===== config.mk =====
export PLATFORM = sky130hd
export DESIGN_NAME = smb_ring_sched
export DESIGN_NICKNAME = d
export VERILOG_FILES = /design/src/rtl/smb_ring_pkg.sv /design/src/rtl/smb_ring_regs.sv /design/src/rtl/smb_ring_fsm.sv /design/src/rtl/smb_ring_sched.sv
export SDC_FILE = /design/constraint.sdc
export NUM_CORES = 1
export LEC_CHECK = 0
export BUFFER_PORTS_ARGS = -buffer_cell sky130_fd_sc_hd__buf_2
export CORE_MARGIN = 2
export CORE_UTILIZATION = 30
export CTS_BUF_LIST = sky130_fd_sc_hd__clkbuf_8 sky130_fd_sc_hd__clkbuf_16
export CTS_CLUSTER_DIAMETER = 80
export CTS_CLUSTER_SIZE = 28
export DETAILED_ROUTE_END_ITERATION = 12
export PLACE_DENSITY = 0.63
export SYNTH_ARGS = -nofsm -noshare
export SYNTH_HDL_FRONTEND = slang
export SYNTH_SLANG_ARGS = --single-unit

===== constraint.sdc =====
create_clock -name clk -period 4.4 [get_ports clk]
set_input_delay 0.88 -clock clk [delete_from_list [all_inputs] [get_ports clk]]
set_output_delay 0.88 -clock clk [all_outputs]
set_load 0.01 [all_outputs]

===== src/rtl/smb_ring_pkg.sv =====
package smb_ring_pkg;

    localparam int DATA_W = 32;
    localparam int PTR_W  = 8;
    localparam int BYTE_W = 8;

    // register byte offsets
    localparam int OFF_CTRL = 'h0;
    localparam int OFF_STAT = 'h4;
    localparam int OFF_SIZE = 'h8;

    // field positions
    localparam int CTL_RUN   = 0;
    localparam int CTL_ERREN = 4;
    localparam int PTR_LSB   = 16;
    localparam int STS_BUSY  = 0;
    localparam int STS_ERR   = 4;
    localparam int STS_CMP   = 5;

    // descriptor control / status bit positions
    localparam int DSC_OK  = 0;
    localparam int DSC_IRQ = 6;
    localparam int DSC_SOE = 7;

    typedef logic [PTR_W-1:0] ptr_t;

    typedef enum logic [1:0] {
        ST_IDLE,
        ST_ISSUE,
        ST_WAIT,
        ST_HALT
    } ring_state_e;

    typedef struct packed {
        logic run;
        logic err_en;
        ptr_t head;
        ptr_t size_m1;
    } ring_cfg_t;

    typedef struct packed {
        logic              valid;
        ptr_t              idx;
        logic [BYTE_W-1:0] status;
        logic [BYTE_W-1:0] ctrl;
    } ring_cpl_t;

    function automatic ptr_t ptr_step(input ptr_t p, input ptr_t last);
        return (p >= last) ? '0 : p + ptr_t'(1);
    endfunction

endpackage


===== src/rtl/smb_ring_regs.sv =====
module smb_ring_regs
    import smb_ring_pkg::*;
#(
    parameter int ADDR_W = 4
) (
    input  logic              clk,
    input  logic              rst,
    input  logic              reg_wr,
    input  logic [ADDR_W-1:0] reg_addr,
    input  logic [DATA_W-1:0] reg_wdata,
    output logic [DATA_W-1:0] reg_rdata,
    input  ptr_t              tail,
    input  logic              busy,
    input  ring_cpl_t         cpl,
    output ring_cfg_t         cfg,
    output logic              irq
);

    localparam logic [ADDR_W-1:0] A_CTRL = ADDR_W'(OFF_CTRL);
    localparam logic [ADDR_W-1:0] A_STAT = ADDR_W'(OFF_STAT);
    localparam logic [ADDR_W-1:0] A_SIZE = ADDR_W'(OFF_SIZE);

    logic cause_err, cause_cmp;
    logic set_err, set_cmp, clr_err, clr_cmp;

    assign set_cmp = cpl.valid && cpl.ctrl[DSC_IRQ];
    assign set_err = cpl.valid && !cpl.status[DSC_OK] && cfg.err_en;
    assign clr_cmp = reg_wr && (reg_addr == A_STAT) && reg_wdata[STS_CMP];
    assign clr_err = reg_wr && (reg_addr == A_STAT) && reg_wdata[STS_ERR];

    always_ff @(posedge clk) begin
        if (rst) begin
            cfg       <= '0;
            cause_err <= 1'b0;
            cause_cmp <= 1'b0;
        end else begin
            if (reg_wr && reg_addr == A_CTRL) begin
                cfg.run    <= reg_wdata[CTL_RUN];
                cfg.err_en <= reg_wdata[CTL_ERREN];
                cfg.head   <= reg_wdata[PTR_LSB +: PTR_W];
            end
            if (reg_wr && reg_addr == A_SIZE)
                cfg.size_m1 <= reg_wdata[PTR_W-1:0];
            cause_cmp <= set_cmp || (cause_cmp && !clr_cmp);
            cause_err <= set_err || (cause_err && !clr_err);
        end
    end

    always_comb begin
        reg_rdata = '0;
        unique case (reg_addr)
            A_CTRL: begin
                reg_rdata[CTL_RUN]              = cfg.run;
                reg_rdata[CTL_ERREN]            = cfg.err_en;
                reg_rdata[PTR_LSB +: PTR_W]     = cfg.head;
            end
            A_STAT: begin
                reg_rdata[STS_BUSY]             = busy;
                reg_rdata[STS_ERR]              = cause_err;
                reg_rdata[STS_CMP]              = cause_cmp;
                reg_rdata[PTR_LSB +: PTR_W]     = tail;
            end
            A_SIZE:  reg_rdata[PTR_W-1:0]       = cfg.size_m1;
            default: reg_rdata                  = '0;
        endcase
    end

    assign irq = cause_err || cause_cmp;

endmodule


===== src/rtl/smb_ring_fsm.sv =====
module smb_ring_fsm
    import smb_ring_pkg::*;
(
    input  logic              clk,
    input  logic              rst,
    input  ring_cfg_t         cfg,
    input  logic              issue_ready,
    input  logic              done_valid,
    input  logic [BYTE_W-1:0] done_status,
    input  logic [BYTE_W-1:0] done_ctrl,
    output logic              issue_valid,
    output ptr_t              issue_idx,
    output ring_cpl_t         cpl,
    output ptr_t              tail,
    output logic              busy
);

    ring_state_e state, state_nx;
    ptr_t        tail_nx;
    logic        accept, halt_now;

    assign accept   = (state == ST_WAIT) && done_valid;
    assign halt_now = done_ctrl[DSC_SOE] && !done_status[DSC_OK];
    assign tail_nx  = ptr_step(tail, cfg.size_m1);

    always_comb begin
        state_nx = state;
        unique case (state)
            ST_IDLE:  if (cfg.run && tail != cfg.head) state_nx = ST_ISSUE;
            ST_ISSUE: if (issue_ready) state_nx = ST_WAIT;
            ST_WAIT: begin
                if (done_valid) begin
                    if (halt_now)                              state_nx = ST_HALT;
                    else if (cfg.run && tail_nx != cfg.head)   state_nx = ST_ISSUE;
                    else                                       state_nx = ST_IDLE;
                end
            end
            ST_HALT:  if (!cfg.run) state_nx = ST_IDLE;
            default:  state_nx = ST_IDLE;
        endcase
    end

    always_ff @(posedge clk) begin
        if (rst) begin
            state <= ST_IDLE;
            tail  <= '0;
        end else begin
            state <= state_nx;
            if (accept) tail <= tail_nx;
        end
    end

    assign issue_valid = (state == ST_ISSUE);
    assign issue_idx   = tail;
    assign busy        = (state == ST_ISSUE) || (state == ST_WAIT);

    always_comb begin
        cpl.valid  = accept;
        cpl.idx    = tail;
        cpl.status = done_status;
        cpl.ctrl   = done_ctrl;
    end

endmodule


===== src/rtl/smb_ring_sched.sv =====
module smb_ring_sched
    import smb_ring_pkg::*;
#(
    parameter int ADDR_W = 4
) (
    input  logic              clk,
    input  logic              rst,
    input  logic              reg_wr,
    input  logic [ADDR_W-1:0] reg_addr,
    input  logic [31:0]       reg_wdata,
    output logic [31:0]       reg_rdata,
    output logic              issue_valid,
    input  logic              issue_ready,
    output logic [7:0]        issue_idx,
    input  logic              done_valid,
    input  logic [7:0]        done_status,
    input  logic [7:0]        done_ctrl,
    output logic              wb_valid,
    output logic [7:0]        wb_idx,
    output logic [7:0]        wb_status,
    output logic              irq
);

    ring_cfg_t cfg;
    ring_cpl_t cpl;
    ptr_t      tail_ptr;
    logic      busy;

    smb_ring_regs #(.ADDR_W(ADDR_W)) u_regs (
        .clk       (clk),
        .rst       (rst),
        .reg_wr    (reg_wr),
        .reg_addr  (reg_addr),
        .reg_wdata (reg_wdata),
        .reg_rdata (reg_rdata),
        .tail      (tail_ptr),
        .busy      (busy),
        .cpl       (cpl),
        .cfg       (cfg),
        .irq       (irq)
    );

    smb_ring_fsm u_fsm (
        .clk         (clk),
        .rst         (rst),
        .cfg         (cfg),
        .issue_ready (issue_ready),
        .done_valid  (done_valid),
        .done_status (done_status),
        .done_ctrl   (done_ctrl),
        .issue_valid (issue_valid),
        .issue_idx   (issue_idx),
        .cpl         (cpl),
        .tail        (tail_ptr),
        .busy        (busy)
    );

    assign wb_valid  = cpl.valid;
    assign wb_idx    = cpl.idx;
    assign wb_status = cpl.status;

endmodule


==> flow_metrics.tcl, run 1 <==
set metrics [dict create \
    status "complete, no violations" \
    cts.sinks 30 \
    cpPeakStageDelay_ns 0.59 \
    clock_skew_ns 0.00595 \
    end_kind "flip-flop" \
    wire_per_inst_um 13.8 \
    fmax_mhz 344 \
    path_cells "inv_1 > ha_1 > a31oi_1 > nor2b_2 > o311ai_4 > nand2_4 > or3_1 > a2111oi_2 > o22ai_1" \
    finalCriticalPeriod_ns 2.91 \
    clk_root_buffer_cell "clkbuf_8" \
    vias 2175 \
    synth_cells 301 \
    cp_max_fo 11 \
    grt_pass1_vias 2070 \
    htree_levels 2 \
    final_common_cell "buf_2" \
    grt_pass1_wl_um 9900 \
    final_cell_mix "buf_2 (63), nand2_1 (44), dfxtp_1 (30), a21oi_1 (28), conb_1 (16)" \
    nFillCells 839 \
    core_mm2 0.00765 \
    fin_crit_sh 0.661 \
    overflow 0 \
    grt.total_usage 0.146 \
    cts_setup_buffers 0 \
    p_sw_uw 172 \
    p_leak_nw 1.12 \
    drt-total-wl_um 6140 \
    area_growth_pct 14.8 \
    async_flop_share 0 \
    syn_avg_cell_area_um2 7.80 \
    synth.yosys.seq_area_share 0.256 \
    p_int_uw 472 \
    cp_num_buf_inv 1 \
    vias_per_cell 4.90 \
    cts.repair.resized 0 \
    clkTransAtPathRegs_ns 0.07 \
    grt_max_degree 32 \
    path_class "reg2reg" \
    synth_edf_count 0 \
    hold_ws_ns 0.466 \
    drcViolationCount 0 \
    combPwrFrac 0.140 \
    synthDominantCellAreaShare 0.256 \
    cts_buffer_depth 2 \
    antenna_cells 0 \
    synth_area_leaders "dfxtp_1 (26%), buf_4 (10%), ha_1 (7.5%)" \
    swShare 0.267 \
    ys_types 51 \
    drtIter0Drc 84 \
    slew_headroom 0.595 \
    dieWidth_um 92.5 \
    drt_first_pass_iters 4 \
    p_per_area_mw_per_mm2 239 \
    crit_family "compound AO/OA/AOI/OAI gates" \
    min_path_type "reg2reg" \
    slew_viol_final 0 \
    dieArea_mm2 0.00855 \
    ir_worst_vdd_mv 0.138 \
    hpwl_um 4590 \
    antenna_found_initial 0 \
    total_power_uw 644 \
    synth_ff_type "dfxtp_1" \
    yosysTopAreaCell "dfxtp_1" \
    hold_buffers 0 \
    ant_nets 0 \
    finalSetupViolCount 0 \
    fp-row-count 32 \
    pwr-share-seq 0.444 \
    worst_ep_required_time_ns 4.56 \
    io_pins 116 \
    hold_violations 0 \
    fp.dieH_um 92.5 \
    ys.warnings.count 0 \
    drive_above_1_share 0.263 \
    worstMarginPinSlew_ns 0.608 \
    port-buffer-count 63 \
    rsz0062_at_grt "no" \
    fin_nets 412 \
    crit_arrival_ns 3.07 \
    clockPowerShare 0.416 \
    gp_congestion 0.782 \
    ys_seq_elements 30 \
    clk_latency_ns 0.29 \
    cp-start-kind "flip-flop" \
    drv_cap 0 \
    place_ws_ns 1.46 \
    start_util 0.307 \
    cts_made_buffers 5 \
    worst_slack_ns 1.49 \
    cts_tree "yes" \
    synthesis.area_mm2 0.00235 \
    setup_tns_ns 0 \
    worst_path_max_delay_cell "dfxtp_1" \
]
[kinds of logic (layout without fill, tap and decap cells)]
group / count (synthesis) / after routing / share of synthesized area
XOR/XNOR: 16 / 16 / 0.0655
AND/OR/NAND/NOR: 108 / 108 / 0.235
AO/OA/AOI/OAI: 67 / 67 / 0.205
buffers and inverters: 63 / 89 / 0.153
adder cells (fa/ha/maj): 14 / 14 / 0.0746
multiplexers: 2 / 2 / 0.00852
other: 1 / 16 / 0.00160
flip-flops: 30 / 30 / 0.256
[worst min-delay path, stage by stage (launching register included)]
cell and delay, ns:
dfxtp_1 0.32, nand2_1 0.05, a21oi_1 0.05
[sequential cells by signal, indices dropped and copies added (netlist names)]
| name | count |
|---|---|
| u_fsm.issue_idx | 8 |
| u_fsm.state | 2 |
| u_regs.cfg | 18 |
| u_regs.cause_err | 1 |
| u_regs.cause_cmp | 1 |
[per-stage QoR]
| step | area (um2) | instances | util |
|---|---|---|---|
| finish | 2700 | 444 | 0.352 |
| global route | 2700 | 444 | 0.352 |
| CTS | 2700 | 444 | 0.352 |
| detailed placement | 2580 | 436 | 0.338 |
| global placement | 2580 | 436 | 0.338 |
| floorplan | 2400 | 316 | - |
[worst paths after layout]
check	start	endpoint	slack, ns	depth (start not counted)
worst min register to register	u_regs.cfg[7]	u_regs.cfg[7]	0.47	2
worst min-delay path	u_regs.cfg[7]	u_regs.cfg[7]	0.47	2
worst max-delay path	u_fsm.issue_idx[0]	u_fsm.state[0]	1.49	9
worst max register to register	u_fsm.issue_idx[0]	u_fsm.state[0]	1.49	9
[cell usage after synthesis (all sizes together), types with 3 or more instances]
library cell	instances
nand2	45
buf	34
dfxtp	30
a21oi	28
inv	15
nand3	15
clkbuf	14
ha	14
nor2	12
xnor2	12
a22o	9
o21ai	9
and2	7
nand3b	5
a31oi	3
and3	3
nand4	3
nor2b	3
nor3	3
nor4b	3
xor2	3
[power groups by stage]
stage,registers [mW],clock network [mW],logic [mW]
after floorplan,0.289,0,0.0773
after global placement,0.291,0,0.0880
after detailed placement,0.291,0,0.0900
after CTS,0.285,0.275,0.0900
after global routing,0.287,0.286,0.102
final,0.285,0.268,0.0901
[metal layers]
layer  global-route usage  up-vias  wire length (um)
li1                     -     1079                 -
met3               0.0309       10               370
met2                0.251       71              2920
met5                    0        -                 0
met4               0.0597        0                99
met1                0.177     1015              2750
[cell type report]
cell class / count / area [um2] / area share
Clock buffer: 8 / 110 / 0.0409
Inverter: 15 / 56.3 / 0.0209
Multi-Input combinational cell: 223 / 1460 / 0.543
Sequential cell: 30 / 601 / 0.223
Tap cell: 102 / 128 / 0.0474
Timing Repair Buffer: 66 / 338 / 0.125
No activity file was read; power rests on OpenSTA's default activity.
==> run 2, diff against run 1 <==
- ABC_AREA: unset -> 1
- PLACE_DENSITY: 0.63 -> 0.66
- clock period: 4.4 -> 2.4 ns (I/O delays scaled with it)
==> run 2 against run 1 <==
Effect of this change:
- global-route usage shrank 0.25 points
- first-iteration DRC count grew 32%
- via count grew 4.7%
- cell count grew 11%
- clock skew grew 0.0047 ns
==> flow_metrics.tcl, run 2 <==
set metrics [dict create \
    cts.repair.resized 0 \
    fin_crit_sh 0.897 \
    drive_above_1_share 0.264 \
    clk_root_buffer_cell "clkbuf_8" \
    crit_arrival_ns 2.33 \
    grt_pass1_wl_um 9490 \
    finalSetupViolCount 0 \
    clockPowerShare 0.368 \
    p_per_area_mw_per_mm2 517 \
    hold_violations 0 \
    final_cell_mix "nand2_1 (65), buf_2 (63), inv_1 (43), a21oi_1 (31), dfxtp_1 (30)" \
    drt_first_pass_iters 4 \
    synth_edf_count 0 \
    pwr-share-seq 0.391 \
    placed_cells 485 \
    cts_setup_buffers 0 \
    min_path_type "in2reg" \
    syn_avg_cell_area_um2 6.72 \
    status "complete, no violations" \
    end_kind "flip-flop" \
    placed_cell_area_mm2 0.00256 \
    drt-met1-wl_um 2780 \
    cts_made_buffers 5 \
    wire_per_inst_um 12.2 \
    topRoutingLayerUsed "met4" \
    instances_no_fill 493 \
    dieWidth_um 90.6 \
    p_sw_uw 433 \
    r2r_end "u_fsm.state[0]" \
    synthDominantCellAreaShare 0.267 \
    hold_buffers 0 \
    swShare 0.314 \
    port-buffer-count 63 \
    synth_cells 335 \
    drv_cap 0 \
    multi_input_area_mm2 0.00123 \
    largest_reg_flops 18 \
    vias 2278 \
    p_int_uw 946 \
    endpoint "u_fsm.state[0]" \
    startpoint "u_regs.cfg[5]" \
    drcViolationCount 0 \
    reg2reg_from "u_regs.cfg[5]" \
    hpwl_um 4580 \
    yosysMostFrequentCell "nand2_1" \
    fmax_mhz 464 \
    worst_ep_required_time_ns 2.58 \
    worst_slack_ns 0.247 \
    regMostFlops "u_regs.cfg" \
    final_common_cell "nand2_1" \
    nFillCells 785 \
    io_pins 116 \
    drt-total-wl_um 6010 \
    worstMarginPinSlew_ns 0.732 \
    fin_nets 464 \
    slew_headroom 0.511 \
    antenna_cells 0 \
    htree_levels 2 \
    grt.total_usage 0.143 \
    grt_pass1_vias 2046 \
    ys_types 31 \
    hold_ws_ns 0.396 \
    cts_tree "yes" \
    wl_met2_um 2780 \
    ys.warnings.count 0 \
    rsz0062_at_grt "no" \
    core_mm2 0.00725 \
    post-route-cell-area_mm2 0.00267 \
    finalCriticalPeriod_ns 2.15 \
    synth_ff_type "dfxtp_1" \
    antenna_found_initial 0 \
    gp_congestion 0.854 \
    vias_per_cell 4.62 \
    ys_seq_elements 30 \
    cp-start-kind "flip-flop" \
    synth_common_cells "nand2_1 (65), inv_1 (43), buf_4 (32)" \
    combPwrFrac 0.241 \
    grt_max_degree 28 \
    slew_viol_final 0 \
    dr_wl_met3_um 377 \
    area_growth_pct 18.5 \
    async_flop_share 0 \
    yosysTopAreaCell "dfxtp_1" \
    synthesis.area_mm2 0.00225 \
    cts_buffer_depth 2 \
    path_class "reg2reg" \
    setup_tns_ns 0 \
    synth_area_leaders "dfxtp_1 (27%), nand2_1 (11%), buf_4 (11%)" \
    drtIter0Drc 111 \
    cts.sinks 30 \
    r2r_slack_ns 0.25 \
    clkTransAtPathRegs_ns 0.07 \
    r2r_cells 14 \
    ant_nets 0 \
    place_ws_ns 0.251 \
    cp_max_fo 14 \
    clk_latency_ns 0.29 \
    p_leak_nw 1.30 \
    start_util 0.310 \
    clock_skew_ns 0.0107 \
    ir_worst_vdd_mv 0.383 \
    fp.dieH_um 90.6 \
    fp-row-count 31 \
    regArea_um2 601 \
    synth.yosys.seq_area_share 0.267 \
    overflow 0 \
    dieArea_mm2 0.00821 \
]
[run 2: metal layers]
metal  vias up  GRT usage
li1       1163          -
met1      1024      0.183
met2        85      0.243
met3         6     0.0284
met4         0     0.0449
met5         -          0
[run 2: cells by family after synthesis]
logic type | after synthesis | share of synthesized area
XOR/XNOR | 3 | 0.0117
buffers and inverters | 90 | 0.210
adder cells (fa/ha/maj) | 14 | 0.0778
AO/OA/AOI/OAI | 74 | 0.177
flip-flops | 30 | 0.267
other | 1 | 0.00167
AND/OR/NAND/NOR | 123 | 0.255
[run 2: worst max-delay path, stage by stage (launching register included)]
cell and delay, ns:
dfxtp_1 0.31, inv_1 0.06, ha_1 0.29, a21oi_1 0.19, nor2_2 0.07, nor2_4 0.32, nand3_1 0.17, nand2_1 0.10
nand2_2 0.04, nor2_1 0.15, nand2_1 0.07, nor2_1 0.08, nand2_1 0.07, nand2_1 0.08, a21oi_2 0.05
[run 2: stage by stage]
stage / utilization / power [mW]
2_1_floorplan: - / 0.817
3_3_place_gp: 0.353 / 0.873
3_5_place_dp: 0.353 / 0.884
4_1_cts: 0.368 / 1.40
5_1_grt: 0.368 / 1.46
6_report: 0.368 / 1.38
[run 2: power groups by stage]
stage / registers, mW / clock network (mW) / logic [mW]
floorplan: 0.555 / 0 / 0.263
global placement: 0.550 / 0 / 0.324
detailed placement: 0.550 / 0 / 0.334
CTS: 0.539 / 0.522 / 0.335
global route: 0.543 / 0.544 / 0.373
finish: 0.539 / 0.507 / 0.333
[run 2: final cells by class]
class / count / share of cell area
clock buffers: 5 / 0.0258
clock inverters: 3 / 0.0150
well taps: 99 / 0.0464
flip-flops and latches: 30 / 0.225
inverters: 50 / 0.0704
repair buffers: 76 / 0.155
multi-input cells: 230 / 0.462
[run 2: worst min path at each step]
| stage | cells after the start | slack [ns] | from | end |
|---|---|---|---|---|
| after floorplan | 2 | 0.44 | u_regs.cause_err | u_regs.cause_err |
| after global placement | 2 | 0.46 | u_regs.cause_cmp | u_regs.cause_cmp |
| after detailed placement | 2 | 0.47 | u_regs.cause_err | u_regs.cause_err |
| after CTS | 2 | 0.39 | rst | u_regs.cause_err |
| after global routing | 2 | 0.40 | rst | u_regs.cause_cmp |
| final | 2 | 0.40 | rst | u_fsm.state[1] |
==> run 3, diff against run 2 <==
- CORE_MARGIN: 2 -> 1
==> run 3 against run 2 <==
Effect of this change:
- die area fell by 4.4%
- core utilization fell by 0.35 points
- maximum frequency is 0.97% higher
- global-route usage grew 2.0 points
- power down 9.5%
- combinational power about the same
- routed wire length is 0.92% lower
- cell count unchanged
- final area is 0.94% lower
- sequential share of layout area up 0.21 points
- register-to-register slack gained 0.12 ns
- critical path type is now in2out
==> flow_metrics.tcl, run 3 (synthesis results as in run 2) <==
set metrics [dict create \
    regMostFlops "u_regs.cfg" \
    hold_buffers 0 \
    cts_tree "yes" \
    pwr-share-seq 0.432 \
    gp_congestion 0.910 \
    end_kind "output port" \
    drt_first_pass_iters 4 \
    fin_nets 465 \
    ant_nets 0 \
    clk_root_buffer_cell "clkbuf_8" \
    port-buffer-count 63 \
    min_path_type "in2reg" \
    hpwl_um 4640 \
    grt_pass1_wl_um 9780 \
    post-route-cell-area_mm2 0.00264 \
    ir_worst_vdd_mv 0.292 \
    cts_setup_buffers 0 \
    combPwrFrac 0.269 \
    status "complete, no violations" \
    p_per_area_mw_per_mm2 473 \
    drive_above_1_share 0.259 \
    clkTransAtPathRegs_ns 0.06 \
    area_growth_pct 17.4 \
    vias_per_cell 4.58 \
    grt_pass1_vias 2058 \
    cts.repair.resized 0 \
    cts.sinks 30 \
    fp.dieH_um 88.6 \
    io_pins 116 \
    post-route-util 0.364 \
    start_util 0.310 \
    reg2reg_from "u_regs.cfg[5]" \
    antenna_cells 0 \
    fin_crit_sh 0.889 \
    fmax_mhz 469 \
    clk_latency_ns 0.28 \
    dieArea_mm2 0.00785 \
    cts_buffer_depth 2 \
    p_sw_uw 414 \
    finalSetupViolCount 0 \
    p_int_uw 835 \
    hp-start "rst" \
    drt-total-wl_um 5950 \
    htree_levels 2 \
    slew_viol_final 0 \
    dieWidth_um 88.6 \
    crit_arrival_ns 1.65 \
    path_class "in2out" \
    cp-start-kind "input port" \
    antenna_found_initial 0 \
    hold_violations 0 \
    place_ws_ns 0.222 \
    setup_tns_ns 0 \
    overflow 0 \
    placed_cell_area_mm2 0.00257 \
    wire_per_inst_um 12.1 \
    drcViolationCount 0 \
    largest_reg_flops 18 \
    cts_made_buffers 5 \
    final_common_cell "nand2_1" \
    vias 2256 \
    grt_max_degree 28 \
    finalCriticalPeriod_ns 2.13 \
    swShare 0.331 \
    core_mm2 0.00725 \
    grt.total_usage 0.163 \
    total_power_mw 1.25 \
    startpoint "reg_addr[1]" \
    clock_skew_ns 0.00464 \
    p_leak_nw 1.29 \
    drtIter0Drc 84 \
    drv_cap 0 \
    rsz0062_at_grt "no" \
    final_cell_mix "nand2_1 (65), buf_2 (63), inv_1 (45), a21oi_1 (31), dfxtp_1 (30)" \
    worst_slack_ns 0.267 \
    cp_max_fo 9 \
    fp-row-count 31 \
    worst_ep_required_time_ns 1.92 \
    clockPowerShare 0.299 \
]
## run 3: cell types whose count changed in the layout (fill, tap and decap cells not counted), sizes merged
cell and delta:
bufinv -1, inv +2, buf +1, clkinv -2
## run 3: area by class of cell
cell class / instances / area [um2]
Fill cell: 815 / 4610
Timing Repair Buffer: 77 / 420
Multi-Input combinational cell: 230 / 1230
Inverter: 50 / 188
Clock buffer: 5 / 68.8
Tap cell: 99 / 124
Sequential cell: 30 / 601
Clock inverter: 2 / 7.51
## run 3: critical path, stage by stage
cell and delay [ns]:
buf_2 0.09, nor2_1 0.12, nand3_1 0.37, inv_1 0.26, nand2_1 0.07, o221ai_1 0.08, buf_2 0.17
## run 3: routing by layer
metal,track usage,wire length [um],vias to the layer above
met5,0,0,-
met4,0.0499,58,0
met3,0.0373,339,5
met2,0.278,2860,75
met1,0.205,2690,1013
li1,-,-,1163
## run 3: worst paths after layout
path / end / slack [ns] / cells after the start
max: reg_rdata[4] / 0.27 / 7
min: u_regs.cause_cmp / 0.40 / 2
max reg2reg: u_fsm.state[0] / 0.37 / 15
min reg2reg: u_regs.cause_err / 0.48 / 2
## run 3: metrics by stage
step,hold slack [ns],std cells
floorplan,0.441,350
global placement,0.465,486
detailed placement,0.473,486
CTS,0.392,493
global route,0.400,493
finish,0.396,493
## run 3: power groups by stage
stage | Sequential [mW] | Combinational, mW | Clock, mW
after floorplan | 0.555 | 0.263 | 0
after global placement | 0.550 | 0.329 | 0
after detailed placement | 0.550 | 0.337 | 0
after CTS | 0.539 | 0.337 | 0.390
after global routing | 0.543 | 0.385 | 0.411
final | 0.539 | 0.336 | 0.374
